<file path="config.mk">
export PLATFORM = sky130hd
export DESIGN_NAME = sca_stream_aligner
export DESIGN_NICKNAME = d
export VERILOG_FILES = /design/src/rtl/sca_pkg.sv /design/src/rtl/sca_deframer.sv /design/src/rtl/sca_align_ctrl.sv /design/src/rtl/sca_stream_aligner.sv
export SDC_FILE = /design/constraint.sdc
export NUM_CORES = 1
export LEC_CHECK = 0
export BUFFER_PORTS_ARGS = -buffer_cell sky130_fd_sc_hd__buf_4
export CORE_UTILIZATION = 47
export DETAILED_ROUTE_END_ITERATION = 6
export GPL_ROUTABILITY_DRIVEN = 0
export PLACE_DENSITY_LB_ADDON = 0.2
export SLEW_MARGIN = 20
export SYNTH_ARGS = -nofsm -noshare
export SYNTH_HDL_FRONTEND = slang
export SYNTH_HIERARCHICAL = 1
export SYNTH_SLANG_ARGS = --single-unit
</file>
<file path="constraint.sdc">
create_clock -name clk -period 8.5 [get_ports clk]
set_input_delay 1.7 -clock clk [delete_from_list [all_inputs] [get_ports clk]]
set_output_delay 1.7 -clock clk [all_outputs]
set_load 0.02 [all_outputs]
</file>
<file path="src/rtl/sca_pkg.sv">
package sca_pkg;
  typedef enum logic {
    ST_ALIGN = 1'b0,
    ST_LOCK  = 1'b1
  } sca_state_e;

  // True when x lags y in wrap-around arithmetic (sign of x - y).
  function automatic logic sca_lags(input logic [31:0] x, input logic [31:0] y);
    logic [31:0] diff;
    diff = x - y;
    return diff[31];
  endfunction
endpackage

</file>
<file path="src/rtl/sca_deframer.sv">
module sca_deframer #(
  parameter int NCHAN  = 4,
  parameter int BEAT_W = 32
) (
  input  logic                    clk,
  input  logic                    rst_n,
  input  logic                    in_valid,
  output logic                    in_ready,
  input  logic [BEAT_W-1:0]       in_data,
  input  logic                    take,
  output logic                    full,
  output logic [NCHAN*BEAT_W-1:0] frame
);
  localparam int IDX_W = (NCHAN > 1) ? $clog2(NCHAN) : 1;
  localparam logic [IDX_W-1:0] LAST_IDX = IDX_W'(NCHAN - 1);

  logic [IDX_W-1:0] idx_q, idx_d;
  logic             full_q, full_d;
  logic             accept;

  assign in_ready = !full_q;
  assign accept   = in_valid && !full_q;
  assign full     = full_q;

  always_comb begin
    idx_d  = idx_q;
    full_d = full_q;
    if (accept) begin
      if (idx_q == LAST_IDX) begin
        idx_d  = '0;
        full_d = 1'b1;
      end else begin
        idx_d = idx_q + 1'b1;
      end
    end else if (take) begin
      full_d = 1'b0;
    end
  end

  always_ff @(posedge clk or negedge rst_n) begin
    if (!rst_n) begin
      idx_q  <= '0;
      full_q <= 1'b0;
    end else begin
      if (accept) idx_q <= idx_d;
      if (accept || take) full_q <= full_d;
    end
  end

  for (genvar k = 0; k < NCHAN; k++) begin : g_slot
    logic [BEAT_W-1:0] slot_q;
    logic              slot_we;
    assign slot_we = accept && (idx_q == IDX_W'(k));
    always_ff @(posedge clk or negedge rst_n) begin
      if (!rst_n)       slot_q <= '0;
      else if (slot_we) slot_q <= in_data;
    end
    assign frame[k*BEAT_W +: BEAT_W] = slot_q;
  end
endmodule

</file>
<file path="src/rtl/sca_align_ctrl.sv">
module sca_align_ctrl
  import sca_pkg::*;
#(
  parameter int CNT_W = 32
) (
  input  logic             clk,
  input  logic             rst_n,
  input  logic             full_a,
  input  logic             full_b,
  input  logic [CNT_W-1:0] cnt_a,
  input  logic [CNT_W-1:0] cnt_b,
  input  logic             out_ready,
  output logic             out_valid,
  output logic             take_a,
  output logic             take_b,
  output logic             err
);
  sca_state_e state_q, state_d;
  logic       err_q, slip;
  logic       both, same, a_late;

  assign both   = full_a && full_b;
  assign same   = (cnt_a == cnt_b);
  assign a_late = sca_lags(cnt_a, cnt_b);

  always_comb begin
    state_d   = state_q;
    out_valid = 1'b0;
    take_a    = 1'b0;
    take_b    = 1'b0;
    slip      = 1'b0;
    if (both) begin
      if (same) begin
        out_valid = 1'b1;
        if (out_ready) begin
          take_a  = 1'b1;
          take_b  = 1'b1;
          state_d = ST_LOCK;
        end
      end else if (state_q == ST_LOCK) begin
        slip    = 1'b1;
        state_d = ST_ALIGN;
      end else if (a_late) begin
        take_a = 1'b1;
      end else begin
        take_b = 1'b1;
      end
    end
  end

  always_ff @(posedge clk or negedge rst_n) begin
    if (!rst_n) begin
      state_q <= ST_ALIGN;
      err_q   <= 1'b0;
    end else begin
      state_q <= state_d;
      err_q   <= slip;
    end
  end

  assign err = err_q;
endmodule

</file>
<file path="src/rtl/sca_stream_aligner.sv">
module sca_stream_aligner #(
  parameter int NCHAN  = 4,
  parameter int HALF_W = 16
) (
  input  logic                        clk,
  input  logic                        rst_n,
  input  logic                        a_valid,
  output logic                        a_ready,
  input  logic [2*HALF_W-1:0]         a_data,
  input  logic                        b_valid,
  output logic                        b_ready,
  input  logic [2*HALF_W-1:0]         b_data,
  output logic                        o_valid,
  input  logic                        o_ready,
  output logic [NCHAN*2*HALF_W-1:0]   o_a_frame,
  output logic [NCHAN*2*HALF_W-1:0]   o_b_frame,
  output logic                        o_err
);
  localparam int BEAT_W = 2 * HALF_W;

  logic [1:0] rst_sync_q;
  logic       rst_int_n;

  always_ff @(posedge clk or negedge rst_n) begin
    if (!rst_n) rst_sync_q <= 2'b00;
    else        rst_sync_q <= {rst_sync_q[0], 1'b1};
  end
  assign rst_int_n = rst_sync_q[1];

  logic full_a, full_b, take_a, take_b;

  sca_deframer #(.NCHAN(NCHAN), .BEAT_W(BEAT_W)) u_dfa (
    .clk(clk), .rst_n(rst_int_n),
    .in_valid(a_valid), .in_ready(a_ready), .in_data(a_data),
    .take(take_a), .full(full_a), .frame(o_a_frame)
  );

  sca_deframer #(.NCHAN(NCHAN), .BEAT_W(BEAT_W)) u_dfb (
    .clk(clk), .rst_n(rst_int_n),
    .in_valid(b_valid), .in_ready(b_ready), .in_data(b_data),
    .take(take_b), .full(full_b), .frame(o_b_frame)
  );

  sca_align_ctrl #(.CNT_W(BEAT_W)) u_ctrl (
    .clk(clk), .rst_n(rst_int_n),
    .full_a(full_a), .full_b(full_b),
    .cnt_a(o_a_frame[BEAT_W-1:0]), .cnt_b(o_b_frame[BEAT_W-1:0]),
    .out_ready(o_ready), .out_valid(o_valid),
    .take_a(take_a), .take_b(take_b), .err(o_err)
  );
endmodule

</file>
Word-level counts from Yosys, hierarchy flattened:

Cells that the tools add are included.

* register bits after elaboration: 266
* output and inout port bits: 260
* word-level logic and storage cells: 74

* $add $sub $neg: 3
* equality and inequality tests: 10
* multiplexer cells: 24
* reduce and logical (&&, ||, !) cells: 22

Operator list (count)
* $eq A32 B32 Y1: 1
* $sub A32 B32 Y32: 1
* $mux W1: 22
* $logic_and A1 B1 Y1: 11
* $eq A2 B2 Y1 const B: 4
* $ne A2 B2 Y1 const B: 3
* $reduce_and A3 Y1: 2
* $add A2 B1 Y2 const B: 2
* $eq A2 B1 Y1 const B: 2
* $logic_not A2 Y1: 2
* $mux W2: 2
* $reduce_bool A2 Y1: 2
* $logic_not A1 Y1: 2
* $logic_or A1 B1 Y1: 2
* $reduce_and A2 Y1: 1

Longest topological paths before layout:

Gate-level depths: netlist of the first run.

* depth after elaboration: 7
* depth in mapped cells: 9

Cells and area by module:

The synthesis of the first run kept the hierarchy.

By module, submodules not included
* sca_deframer: times used 2, cells each 289, area each 5210.0 um^2
* sca_align_ctrl: times used 1, cells each 138, area each 977.2 um^2
* sca_stream_aligner: times used 1, cells each 3, area each 53.8 um^2

Worst setup path after synthesis of the first run:

No wires, ideal clock.

* path kind: reg-to-output
* start: register u_dfb.g_slot[0].slot_q[22]
* end: output o_valid
* arrival: 1.876 ns
* setup slack: 4.924 ns
* cell stages (with the launch flop): 8
* path buffers: 0
* cells stage by stage: dfrtp_1 > inv_1 > ha_1 > nand4_1 > nor4_1 > nor2b_1 > nand4_1 > nor2_1

* cells in the longest elaborated chain, start to end: 3

Ends and longest elaborated chain
* start: declaration: RTL line sca_deframer.sv:51 `logic [BEAT_W-1:0] slot_q;`
* start signal: assignment: RTL line sca_deframer.sv:56 `else if (slot_we) slot_q <= in_data;`
* $eq A32 B32 Y1: RTL line sca_align_ctrl.sv:23 `assign same = (cnt_a == cnt_b);`
* $mux W1: RTL line sca_align_ctrl.sv:33 `if (same) begin`
* $mux W1: RTL line sca_align_ctrl.sv:32 `if (both) begin`
* end: declaration: RTL line sca_stream_aligner.sv:13 `output logic o_valid,`

No other way between the ends.

Worst setup path in the final report of the first run:

* start: register u_dfa.g_slot[0].slot_q[22]
* end: output o_valid

* cells in the longest elaborated chain, start to end: 3

Ends and longest elaborated chain (RTL line)
* start: declaration: sca_deframer.sv:51
* start signal: assignment: sca_deframer.sv:56
* $eq A32 B32 Y1: sca_align_ctrl.sv:23
* $mux W1: sca_align_ctrl.sv:33
* $mux W1: sca_align_ctrl.sv:32

No other way between the ends.

==> key figures, run 1 <==
Worst setup path
  – Worst path bufs/invs: 1
  – Crit-path most repeated cell: nand4_1
  – Reg2Reg Setup Slack: 6.26 ns
  – CP max stage delay: 0.47 ns
  – Worst path cell trace: ha_1 > nand4_1 > nor4_1 > nor2b_1 > nand4_1 > nor2_1 > buf_4
  – Worst Setup Path Type: reg2out
  – Crit path arrival time: 2.57 ns
  – Startpoint types: register
  – Worst-path fanout max: 3
  – Worst setup EP type: output port
  – CP delay by family, top: simple AND/OR/NAND/NOR gates
  – Slowest stage cell, crit path: nor4_1
  – Worst Path Required: 6.80 ns

Clocking
  – Post-cts sizing count: 0
  – CTS tree: yes
  – CTS Sinks: 266
  – Reg clk slew, reported paths: 0.06 ns
  – CTS Hold Bufs: 0
  – CTS Buf Count: 28
  – # Post-CTS Setup Buffers: 0
  – CTS Buffer Depth: 3
  – Clk Latency, worst-skew pair: 0.54 ns
  – Clock Root Buffer: clkbuf_16
  – H-tree depth: 1

Placed design
  – Cell count after placement: 1342
  – Dpl cell area: 14100 um^2
  – Port Buf Inserts: 328
  – HPWL Detailed: 19900 um

Layout
  – Final net count: 1163
  – Antenna cell count: 0
  – Filler Cells Inserted: 1868
  – Final instance area: 15000 um^2
  – Post-Layout Cell Count: 1393
  – Layout area overhead: 31.3%
  – Most common cell after layout, fill and taps aside: buf_4
  – Layout cells sized above 1: 60.6%
  – Most frequent cells in the layout: buf_4 (329), dfrtp_1 (265), mux2_2 (182), mux2_4 (78), ha_1 (41)
  – Final design utilization: 63.5%

Hold path
  – Tightest Hold Check Type: reg2async

Floorplan
  – Core region area: 23700 um^2
  – Starting Density: 48.4%
  – Die area: 25000 um^2
  – DIE HEIGHT: 158 um
  – Die width: 158 um
  – IO Count: 329
  – Row cnt: 56

STA
  – Worst-margin pin slew: 1.01 ns
  – Period minus WS final: 4.27 ns
  – Period utilization: 50.3%
  – Slew HR: 32.9%
  – Fmax: 234 MHz
  – Count of final hold-check violations: 0
  – RSZ-0062 raised after global routing: false
  – Slew Limit Fails: 0
  – Final setup skew: 0.0177 ns
  – Sum of negative setup slack: 0 ns
  – Setup violations, final: 0

Power
  – Sequential Power Share: 33.1%
  – Leak: 7.62 nW
  – Net Switching: 2.67 mW
  – Comb power frac: 48.8%
  – P_int: 4.40 mW
  – Max rail drop VDD: 0.000235 V
  – Switching share of total power: 37.8%
  – Clock share of power: 18.1%
  – Final Power: 7.07 mW
  – Power per cell area: 470 nW/um^2

Synthesis
  – Synth Register Bits: 266
  – Syn_nets: 829
  – Area fraction of the dominant cell type after synthesis: 58.1%
  – Syn Area/Cell: 15.9 um^2
  – Synth top area cells: dfrtp_1 (58%), mux2_2 (18%), mux2_4 (10%)
  – Number of synthesized flops with an enable pin: 0
  – Async set or reset register ratio after synthesis: 100%
  – Synth area leader: dfrtp_1
  – Count of cell types in the netlist: 34
  – Cell area after synthesis: 11500 um^2
  – Top FF cell, synth: dfrtp_1
  – Register area share after synthesis: 58.1%
  – Mapped Cells: 719
  – Syn. warnings: 6

Routing
  – Via density: 5.06
  – Routed WL: 28500 um
  – Routed vias: 7046
  – Post-DRT Antenna Nets: 0
  – DRC Markers: 0
  – DRT Pass-1 Iters: 5
  – Wire per inst: 20.4 um
  – Initial DRC count: 282

Global routing
  – GRT Total Usage: 22.6%
  – Initial antenna violation count: 0
  – Largest net degree at the start of global routing: 176
  – First-pass GRT wire length: 42700 um
  – Overflow after GRT: 0
  – Number of global-route vias before repair: 7288

Status
  – Outcome: completed

Job
  – Max_cap viols: 0
## area by class of cell
| cell class | count | area, um^2 | area share (%) |
|---|---|---|---|
| Sequential cell | 266 | 6660 | 44.3 |
| Tap cell | 319 | 399 | 2.66 |
| Clock buffer | 40 | 847 | 5.63 |
| Multi-Input combinational cell | 388 | 4360 | 29.0 |
| Timing Repair Buffer | 330 | 2490 | 16.6 |
| Inverter | 39 | 146 | 0.974 |
| Clock inverter | 11 | 135 | 0.899 |
## sequential cells by signal (all words and copies together) (netlist names)
signal,flops
rst_sync_q,2
u_ctrl/err,1
u_ctrl/state_q,1
u_dfa/full,1
u_dfa/g_slot.slot_q,128
u_dfa/idx_q,2
u_dfb/full,1
u_dfb/g_slot.slot_q,128
u_dfb/idx_q,2
## worst paths after layout
path	startpoint	endpoint	depth (start not counted)
hold reg to reg	rst_sync_q[1]$_DFF_PN0_	u_dfb/g_slot[1].slot_q[19]$_DFFE_PN0P_	0
min in group clk	rst_sync_q[0]$_DFF_PN0_	rst_sync_q[1]$_DFF_PN0_	0
hold / removal	rst_sync_q[1]$_DFF_PN0_	u_dfb/g_slot[1].slot_q[19]$_DFFE_PN0P_	0
setup reg to reg	u_dfa/g_slot[0].slot_q[22]$_DFFE_PN0P_	u_dfa/full$_DFFE_PN0P_	8
setup / recovery	u_dfa/g_slot[0].slot_q[22]$_DFFE_PN0P_	o_valid	7
max in group asynchronous	rst_sync_q[1]$_DFF_PN0_	u_dfa/g_slot[1].slot_q[23]$_DFFE_PN0P_	1
## power by group through the flow
stage               Clock, mW  Combinational (mW)  Sequential, mW
detailed placement          0                3.46            2.35
floorplan                   0                1.32            3.07
finish                   1.28                3.45            2.34
global placement            0                3.42            2.32
global route             1.36                3.67            2.42
CTS                      1.31                3.48            2.34
## cells in the mapped netlist, types with 2 or more instances
cell,instances
dfrtp_1,266
mux2_2,182
mux2_4,78
ha_1,41
inv_1,39
buf_6,26
a21oi_1,14
nand2_1,10
nand3b_4,8
nand3_1,6
nand4_1,6
nor2_1,6
o21ai_0,6
nor3_1,4
nor4_1,3
o21a_1,3
a21o_1,2
and2b_2,2
o2bb2ai_1,2
## cell families after synthesis
| logic type | synth area share (%) |
|---|---|
| AO/OA/AOI/OAI | 1.76 |
| XOR/XNOR | 0.142 |
| other | 0.0327 |
| multiplexers | 28.1 |
| AND/OR/NAND/NOR | 3.50 |
| adder cells (fa/ha/maj) | 4.48 |
| flip-flops | 58.1 |
| buffers and inverters | 3.84 |
## layer usage
metal / track usage (%) / part of all wire (%) / vias to the layer above
met5: 0 / 0 / -
li1: - / - / 3211
met4: 6.46 / 2.3 / 0
met3: 5.58 / 7.0 / 41
met2: 36.6 / 47 / 231
met1: 29.9 / 43 / 3563
## worst register-to-register path, cell delays in order, from the launching register on
cell	delay [ns]
dfrtp_1	0.41
ha_1	0.33
nand4_1	0.15
nor4_1	0.47
nor2b_1	0.28
o21ai_0	0.17
nand3_1	0.12
nand3_1	0.08
o2bb2ai_1	0.14
## metrics by stage
step                      hold slack [ns]  worst slack [ns]
after floorplan                     0.331             0.538
after global placement              0.286              4.90
after detailed placement            0.288              4.78
after CTS                           0.280              4.18
after global routing                0.321              3.95
final                               0.275              4.23
Note: power is estimated with default switching activity, not from simulation.
==> inputs of run 2 (changes only) <==
--- a/config.mk
+++ b/config.mk
@@ -5,8 +5,9 @@
 export SDC_FILE = /design/constraint.sdc
 export NUM_CORES = 1
 export LEC_CHECK = 0
+export ABC_AREA = 1
 export BUFFER_PORTS_ARGS = -buffer_cell sky130_fd_sc_hd__buf_4
-export CORE_UTILIZATION = 47
+export CORE_UTILIZATION = 53
 export DETAILED_ROUTE_END_ITERATION = 6
 export GPL_ROUTABILITY_DRIVEN = 0
 export PLACE_DENSITY_LB_ADDON = 0.2
==> constraint.sdc (replaced) <==
create_clock -name clk -period 3.95 [get_ports clk]
set_input_delay 0.79 -clock clk [delete_from_list [all_inputs] [get_ports clk]]
set_output_delay 0.79 -clock clk [all_outputs]
set_load 0.02 [all_outputs]
==> run 2 against run 1 <==
Die area fell by 4.3%. Hold slack got worse by 0.25 ns. Combinational power up 120%. Synthesized cell count increased by 94%. Cell count grew 43%. Flip-flop and latch count is the same. Sequential share of layout area decreased by 1.6 points. Core utilization increased by 5.1 points. Count of clock-buffer cells in the layout down 2. Critical endpoint unchanged.
==> key figures, run 2 <==
Status
  – Outcome: completed (unchanged)

Synthesis
  – Register area share after synthesis: 53.9% (was 58.1%)
  – Syn. warnings: 6 (unchanged)
  – Count of cell types in the netlist: 28 (was 34)
  – Count leader, synth: nand2_1 (was dfrtp_1)
  – Mapped Cells: 1395 (was 719)
  – Cell area after synthesis: 12400 um^2 (was 11500 um^2)
  – Top cells by instance count after synthesis: nand2_1 (579), dfrtp_1 (266), nand4_1 (263) (was dfrtp_1 (266), mux2_2 (182), mux2_4 (78))
  – Top FF cell, synth: dfrtp_1 (unchanged)
  – Synth area leader: dfrtp_1 (unchanged)
  – Synth top area cells: dfrtp_1 (54%), nand2_1 (18%), nand4_1 (13%) (was dfrtp_1 (58%), mux2_2 (18%), mux2_4 (10%))
  – Syn Area/Cell: 8.85 um^2 (was 15.9 um^2)
  – Syn_nets: 1505 (was 829)
  – Async set or reset register ratio after synthesis: 100% (unchanged)
  – Number of synthesized flops with an enable pin: 0 (unchanged)
  – Area fraction of the dominant cell type after synthesis: 53.9% (was 58.1%)
  – Synth Register Bits: 266 (unchanged)

Floorplan
  – Die width: 155 um (was 158 um)
  – Core region area: 22800 um^2 (was 23700 um^2)
  – Row cnt: 55 (was 56)
  – Die area: 23900 um^2 (was 25000 um^2)
  – DIE HEIGHT: 155 um (was 158 um)
  – Starting Density: 54.2% (was 48.4%)
  – IO Count: 329 (unchanged)

Clocking
  – # Post-CTS Setup Buffers: 0 (unchanged)
  – CTS Buf Count: 29 (was 28)
  – Clock Root Buffer: clkbuf_16 (unchanged)
  – Clk Latency, worst-skew pair: 0.53 ns (was 0.54 ns)
  – CTS Hold Bufs: 0 (unchanged)
  – CTS Buffer Depth: 3 (unchanged)
  – Post-cts sizing count: 0 (unchanged)
  – H-tree depth: 1 (unchanged)
  – CTS tree: yes (unchanged)
  – Reg clk slew, reported paths: 0.06 ns (about the same)
  – CTS Sinks: 266 (unchanged)

STA
  – Slew HR: 42.5% (was 32.9%)
  – Worst-margin pin slew: 0.863 ns (was 1.01 ns)
  – Count of final hold-check violations: 0 (unchanged)
  – Setup violations, final: 0 (unchanged)
  – Period minus WS final: 3.02 ns
  – Worst setup margin: 0.926 ns (was 4.23 ns)
  – Slew Limit Fails: 0 (unchanged)
  – Period utilization: 76.6%
  – Fmax: 331 MHz
  – RSZ-0062 raised after global routing: false (unchanged)
  – Final setup skew: 0.00731 ns (was 0.0177 ns)
  – Sum of negative setup slack: 0 ns (unchanged)

Power
  – Comb power frac: 49.7% (was 48.8%)
  – Power per cell area: 969 nW/um^2 (was 470 nW/um^2)
  – Switching share of total power: 45.0% (was 37.8%)
  – Net Switching: 6.80 mW (was 2.67 mW)
  – Max rail drop VDD: 0.000623 V (was 0.000235 V)
  – P_int: 8.32 mW (was 4.40 mW)
  – Leak: 8.60 nW (was 7.62 nW)
  – Sequential Power Share: 32.5% (was 33.1%)
  – Clock share of power: 17.8% (was 18.1%)

Worst setup path
  – Worst setup EP type: output port (unchanged)
  – Worst Setup Path Type: reg2out (unchanged)
  – Worst Path Required: 3.16 ns (was 6.80 ns)
  – Startpoint types: register (unchanged)
  – Crit path arrival time: 2.23 ns (was 2.57 ns)
  – Worst-path fanout max: 4 (was 3)

Routing
  – Initial DRC count: 791 (was 282)
  – Via density: 5.58 (was 5.06)
  – Wire per inst: 18.2 um (was 20.4 um)
  – DRT Pass-1 Iters: 5 (unchanged)
  – DRC Markers: 0 (unchanged)
  – Met3 routed WL: 2860 um (was 1990 um)
  – Post-DRT Antenna Nets: 0 (unchanged)
  – Met1 wire length: 15000 um (was 12300 um)
  – DR WL met2: 17400 um (was 13500 um)
  – Top layer in use: met4 (unchanged)
  – Routed WL: 36200 um (was 28500 um)
  – Routed vias: 11100 (was 7046)

Global routing
  – GRT Total Usage: 30.0% (was 22.6%)
  – Initial antenna violation count: 0 (unchanged)
  – Number of global-route vias before repair: 10500 (was 7288)
  – Largest net degree at the start of global routing: 97 (was 176)
  – First-pass GRT wire length: 57100 um (was 42700 um)
  – Overflow after GRT: 0 (unchanged)

Layout
  – Antenna cell count: 0 (unchanged)
  – Most frequent cells in the layout: nand2_1 (579), buf_4 (344), dfrtp_1 (265), nand4_1 (263), inv_1 (56) (was buf_4 (329), dfrtp_1 (265), mux2_2 (182), mux2_4 (78), ha_1 (41))
  – Final net count: 1766 (was 1163)
  – Filler Cells Inserted: 1844 (was 1868)
  – Largest regs: u_dfa/g_slot.slot_q (128), u_dfb/g_slot.slot_q (128) (unchanged)
  – Layout cells sized above 1: 25.0% (was 60.6%)
  – Layout area overhead: 26.4% (was 31.3%)
  – Most common cell after layout, fill and taps aside: nand2_1 (was buf_4)

Job
  – Max_cap viols: 0 (unchanged)

Placed design
  – Port Buf Inserts: 328 (unchanged)
  – Pre-CTS setup slack: 1.49 ns (was 4.78 ns)
  – HPWL Detailed: 24300 um (was 19900 um)

Hold path
  – Tightest Hold Check Type: in2async (was reg2async)
==> run 2: worst paths after layout <==
kind	to	cells past startpoint	slack [ns]	startpoint
worst max-delay path	o_valid	8	0.93	u_dfa/g_slot[0].slot_q[7]$_DFFE_PN0P_
worst min-delay path	rst_sync_q[0]$_DFF_PN0_	1	0.03	rst_n
worst max register to register	u_dfa/g_slot[1].slot_q[24]$_DFFE_PN0P_	4	1.75	u_dfa/full$_DFFE_PN0P_
worst min register to register	rst_sync_q[1]$_DFF_PN0_	0	0.35	rst_sync_q[0]$_DFF_PN0_
max in group asynchronous	u_dfa/g_slot[2].slot_q[16]$_DFFE_PN0P_	1	2.52	rst_sync_q[1]$_DFF_PN0_
min in group clk	rst_sync_q[1]$_DFF_PN0_	0	0.35	rst_sync_q[0]$_DFF_PN0_
==> run 2: critical path, stage by stage, from the launching register on <==
cell	delay, ns
dfrtp_1	0.43
ha_1	0.41
nand2_1	0.08
nor2_1	0.11
nand4_1	0.11
nor2_1	0.13
nand4_2	0.14
nor2_1	0.13
buf_4	0.17
==> run 2: per-layer routing <==
layer | global-route usage (%) | up-vias
met3 | 5.94 | 54
li1 | - | 5204
met4 | 9.15 | 0
met5 | 0 | -
met1 | 41.1 | 5366
met2 | 48.4 | 466
==> run 2: metrics by stage <==
step                      total power [mW]  hold slack [ns]  area (um^2)  cells  utilization, %
after floorplan                       9.36            0.331        12400   1395               -
after global placement                12.2            0.339        14700   1938            64.4
after detailed placement              12.4            0.336        14700   1938            64.4
after CTS                             15.1           0.0111        15600   1989            68.5
after global routing                  16.1           0.0129        15600   1989            68.5
final                                 15.1           0.0293        15600   1989            68.5
==> run 2: cells by family after synthesis <==
| family | after synthesis | synth area share (%) |
|---|---|---|
| other | 1 | 0.0304 |
| flip-flops | 266 | 53.9 |
| AO/OA/AOI/OAI | 17 | 0.780 |
| AND/OR/NAND/NOR | 891 | 33.4 |
| XOR/XNOR | 1 | 0.132 |
| adder cells (fa/ha/maj) | 41 | 4.15 |
| buffers and inverters | 178 | 7.60 |
==> run 2: cell type report <==
class | count | area, um^2 | area share, %
clock buffer | 38 | 800 | 5.12
clock inverter | 13 | 144 | 0.922
inverter | 62 | 238 | 1.52
multi-input combinational | 951 | 4760 | 30.5
sequential | 266 | 6660 | 42.7
tap | 313 | 392 | 2.51
timing repair buffer | 346 | 2620 | 16.8
==> run 2: power groups by stage <==
stage               Combinational [mW]  Clock (mW)  Sequential, mW
finish                            7.52        2.69            4.91
global route                      8.16        2.84            5.07
CTS                               7.50        2.72            4.92
detailed placement                7.48           0            4.94
global placement                  7.31           0            4.91
floorplan                         3.09           0            6.27
==> inputs of run 3 (changes only) <==
==> constraint.sdc (replaced) <==
create_clock -name clk -period 3.1 [get_ports clk]
set_input_delay 0.62 -clock clk [delete_from_list [all_inputs] [get_ports clk]]
set_output_delay 0.62 -clock clk [all_outputs]
set_load 0.02 [all_outputs]
==> run 3 against run 2 <==
Global-route usage fell by 0.29 points. Critical path depth unchanged. Highest routed layer unchanged. Register-to-register slack lost 0.85 ns.
==> key figures, run 3 (synthesis results as in run 2) <==
Job
  – Max_cap viols: 0 (unchanged)

Placed design
  – Port Buf Inserts: 328 (unchanged)
  – HPWL Detailed: 24500 um (was 24300 um)
  – Pre-CTS setup slack: 0.719 ns (was 1.49 ns)

STA
  – Slew Limit Fails: 0 (unchanged)
  – Count of final hold-check violations: 0 (unchanged)
  – Sum of negative setup slack: 0 ns (unchanged)
  – Worst-margin pin slew: 0.823 ns (was 0.863 ns)
  – Period utilization: 91.6%
  – Setup violations, final: 0 (unchanged)
  – Final setup skew: 0.00688 ns (was 0.00731 ns)
  – Fmax: 352 MHz
  – Period minus WS final: 2.84 ns
  – Slew HR: 45.1% (was 42.5%)
  – Worst setup margin: 0.262 ns (was 0.926 ns)
  – RSZ-0062 raised after global routing: false (unchanged)

Clocking
  – CTS Buf Count: 28 (was 29)
  – CTS tree: yes (unchanged)
  – H-tree depth: 1 (unchanged)
  – Reg clk slew, reported paths: 0.06 ns (about the same)
  – CTS Sinks: 266 (unchanged)
  – CTS Buffer Depth: 3 (unchanged)
  – Clk Latency, worst-skew pair: 0.53 ns (about the same)
  – Clock Root Buffer: clkbuf_16 (unchanged)

Routing
  – Routed WL: 35800 um (was 36200 um)
  – Initial DRC count: 855 (was 791)
  – Via density: 5.61 (was 5.58)
  – Post-DRT Antenna Nets: 0 (unchanged)
  – Wire per inst: 18.0 um (was 18.2 um)
  – DRT Pass-1 Iters: 5 (unchanged)
  – Routed vias: 11200 (was 11100)
  – DRC Markers: 0 (unchanged)

Floorplan
  – Starting Density: 54.2% (unchanged)
  – Die width: 155 um (unchanged)
  – IO Count: 329 (unchanged)
  – Die area: 23900 um^2 (unchanged)
  – Core region area: 22800 um^2 (unchanged)
  – DIE HEIGHT: 155 um (unchanged)
  – Row cnt: 55 (unchanged)

Hold path
  – Tightest Hold Check Type: reg2reg (was in2async)
  – Hold path start: rst_sync_q[0]$_DFF_PN0_

Global routing
  – Number of global-route vias before repair: 10600 (was 10500)
  – GRT Total Usage: 29.7% (was 30.0%)
  – First-pass GRT wire length: 56700 um (was 57100 um)
  – Overflow after GRT: 0 (unchanged)
  – Initial antenna violation count: 1 (was 0)
  – Largest net degree at the start of global routing: 79 (was 97)

Worst setup path
  – Worst Setup Path Type: reg2out (unchanged)
  – Launching point of the worst reg2reg path: u_dfb/idx_q[0]$_DFFE_PN0P_ (was u_dfa/full$_DFFE_PN0P_)
  – Worst Path Required: 2.48 ns (was 3.16 ns)
  – Crit path arrival time: 2.22 ns (was 2.23 ns)
  – Worst setup EP type: output port (unchanged)
  – CP startpoint: u_dfa/g_slot[0].slot_q[7]$_DFFE_PN0P_ (unchanged)
  – Startpoint types: register (unchanged)
  – Worst-path fanout max: 4 (unchanged)

Layout
  – Largest regs: u_dfa/g_slot.slot_q (128), u_dfb/g_slot.slot_q (128) (unchanged)
  – Most frequent cells in the layout: nand2_1 (579), buf_4 (342), dfrtp_1 (265), nand4_1 (263), inv_1 (56) (was nand2_1 (579), buf_4 (344), dfrtp_1 (265), nand4_1 (263), inv_1 (56))
  – Layout cells sized above 1: 25.3% (was 25.0%)
  – Final design utilization: 69.2% (was 68.5%)
  – Final net count: 1767 (was 1766)
  – Layout area overhead: 27.6% (was 26.4%)
  – Most common cell after layout, fill and taps aside: nand2_1 (unchanged)
  – Filler Cells Inserted: 1852 (was 1844)

Status
  – Outcome: completed (unchanged)

Power
  – Power per cell area: 1240 nW/um^2 (was 969 nW/um^2)
  – Final Power: 19.5 mW (was 15.1 mW)
  – Max rail drop VDD: 0.000604 V (was 0.000623 V)
  – Leak: 8.66 nW (was 8.60 nW)
[run 3: changes by cell type in the layout (fill, tap and decap cells not counted), sizes merged]
cell	change
diode	+1
inv	-1
clkinv	-2
bufinv	+1
clkbuf	+3
buf	+1
dlygate4sd3	+1
[run 3: layout make-up]
type	count	area, um^2	share of cell area [%]
Sequential cell	266	6660	42.3
Timing Repair Buffer	348	2680	17.0
Tap cell	313	392	2.49
Multi-Input combinational cell	951	4760	30.2
Inverter	62	238	1.51
Clock buffer	41	871	5.53
Antenna cell	1	2.50	0.0159
Clock inverter	11	155	0.985
[run 3: worst max-delay path: stages (launching register included)]
cell and delay (ns):
dfrtp_1 0.43, ha_1 0.39, nand2_1 0.09, nor2_1 0.09, nand4_1 0.10, nor2_1 0.13
nand4_2 0.16, nor2_1 0.13, buf_4 0.17
[run 3: final timing paths]
kind	end	slack, ns	cells after the start
setup reg to reg	u_dfb/g_slot[2].slot_q[28]$_DFFE_PN0P_	0.90	6
max in group asynchronous	u_dfa/g_slot[3].slot_q[12]$_DFFE_PN0P_	1.78	1
hold reg to reg	rst_sync_q[1]$_DFF_PN0_	0.35	0
hold / removal	rst_sync_q[1]$_DFF_PN0_	0.35	0
min in group asynchronous	u_dfb/g_slot[0].slot_q[6]$_DFFE_PN0P_	0.39	0
setup / recovery	o_valid	0.26	8
[run 3: where the power goes]
group          total, mW  internal (mW)  switching [mW]
clock network       3.64           2.27            1.37
logic               9.63           3.48            6.15
registers           6.23           5.08            1.14
[run 3: per-layer routing]
layer | global-route usage [%] | wire, um | vias to the layer above
met4 | 9.34 | 802 | 0
met5 | 0 | 0 | -
li1 | - | - | 5225
met1 | 41.2 | 14900 | 5408
met3 | 6.50 | 3250 | 47
met2 | 46.7 | 16800 | 501
[run 3: through the flow]
step	std cells	hold slack (ns)	instance area, um^2
3_5_place_dp	1939	0.339	14700
4_1_cts	1992	0.345	15800
2_1_floorplan	1395	0.324	12400
5_1_grt	1992	0.360	15800
6_report	1993	0.351	15800
3_3_place_gp	1939	0.334	14700
[run 3: repair_timing]
| item | in CTS | in global routing |
|---|---|---|
| gates resized for setup | 0 | 1 |
| endpoints found under the hold margin | 2 | 0 |
| hold buffers | 1 | 0 |
| setup endpoints to repair | 0 | 1 |
| buffers inserted | 0 | 0 |
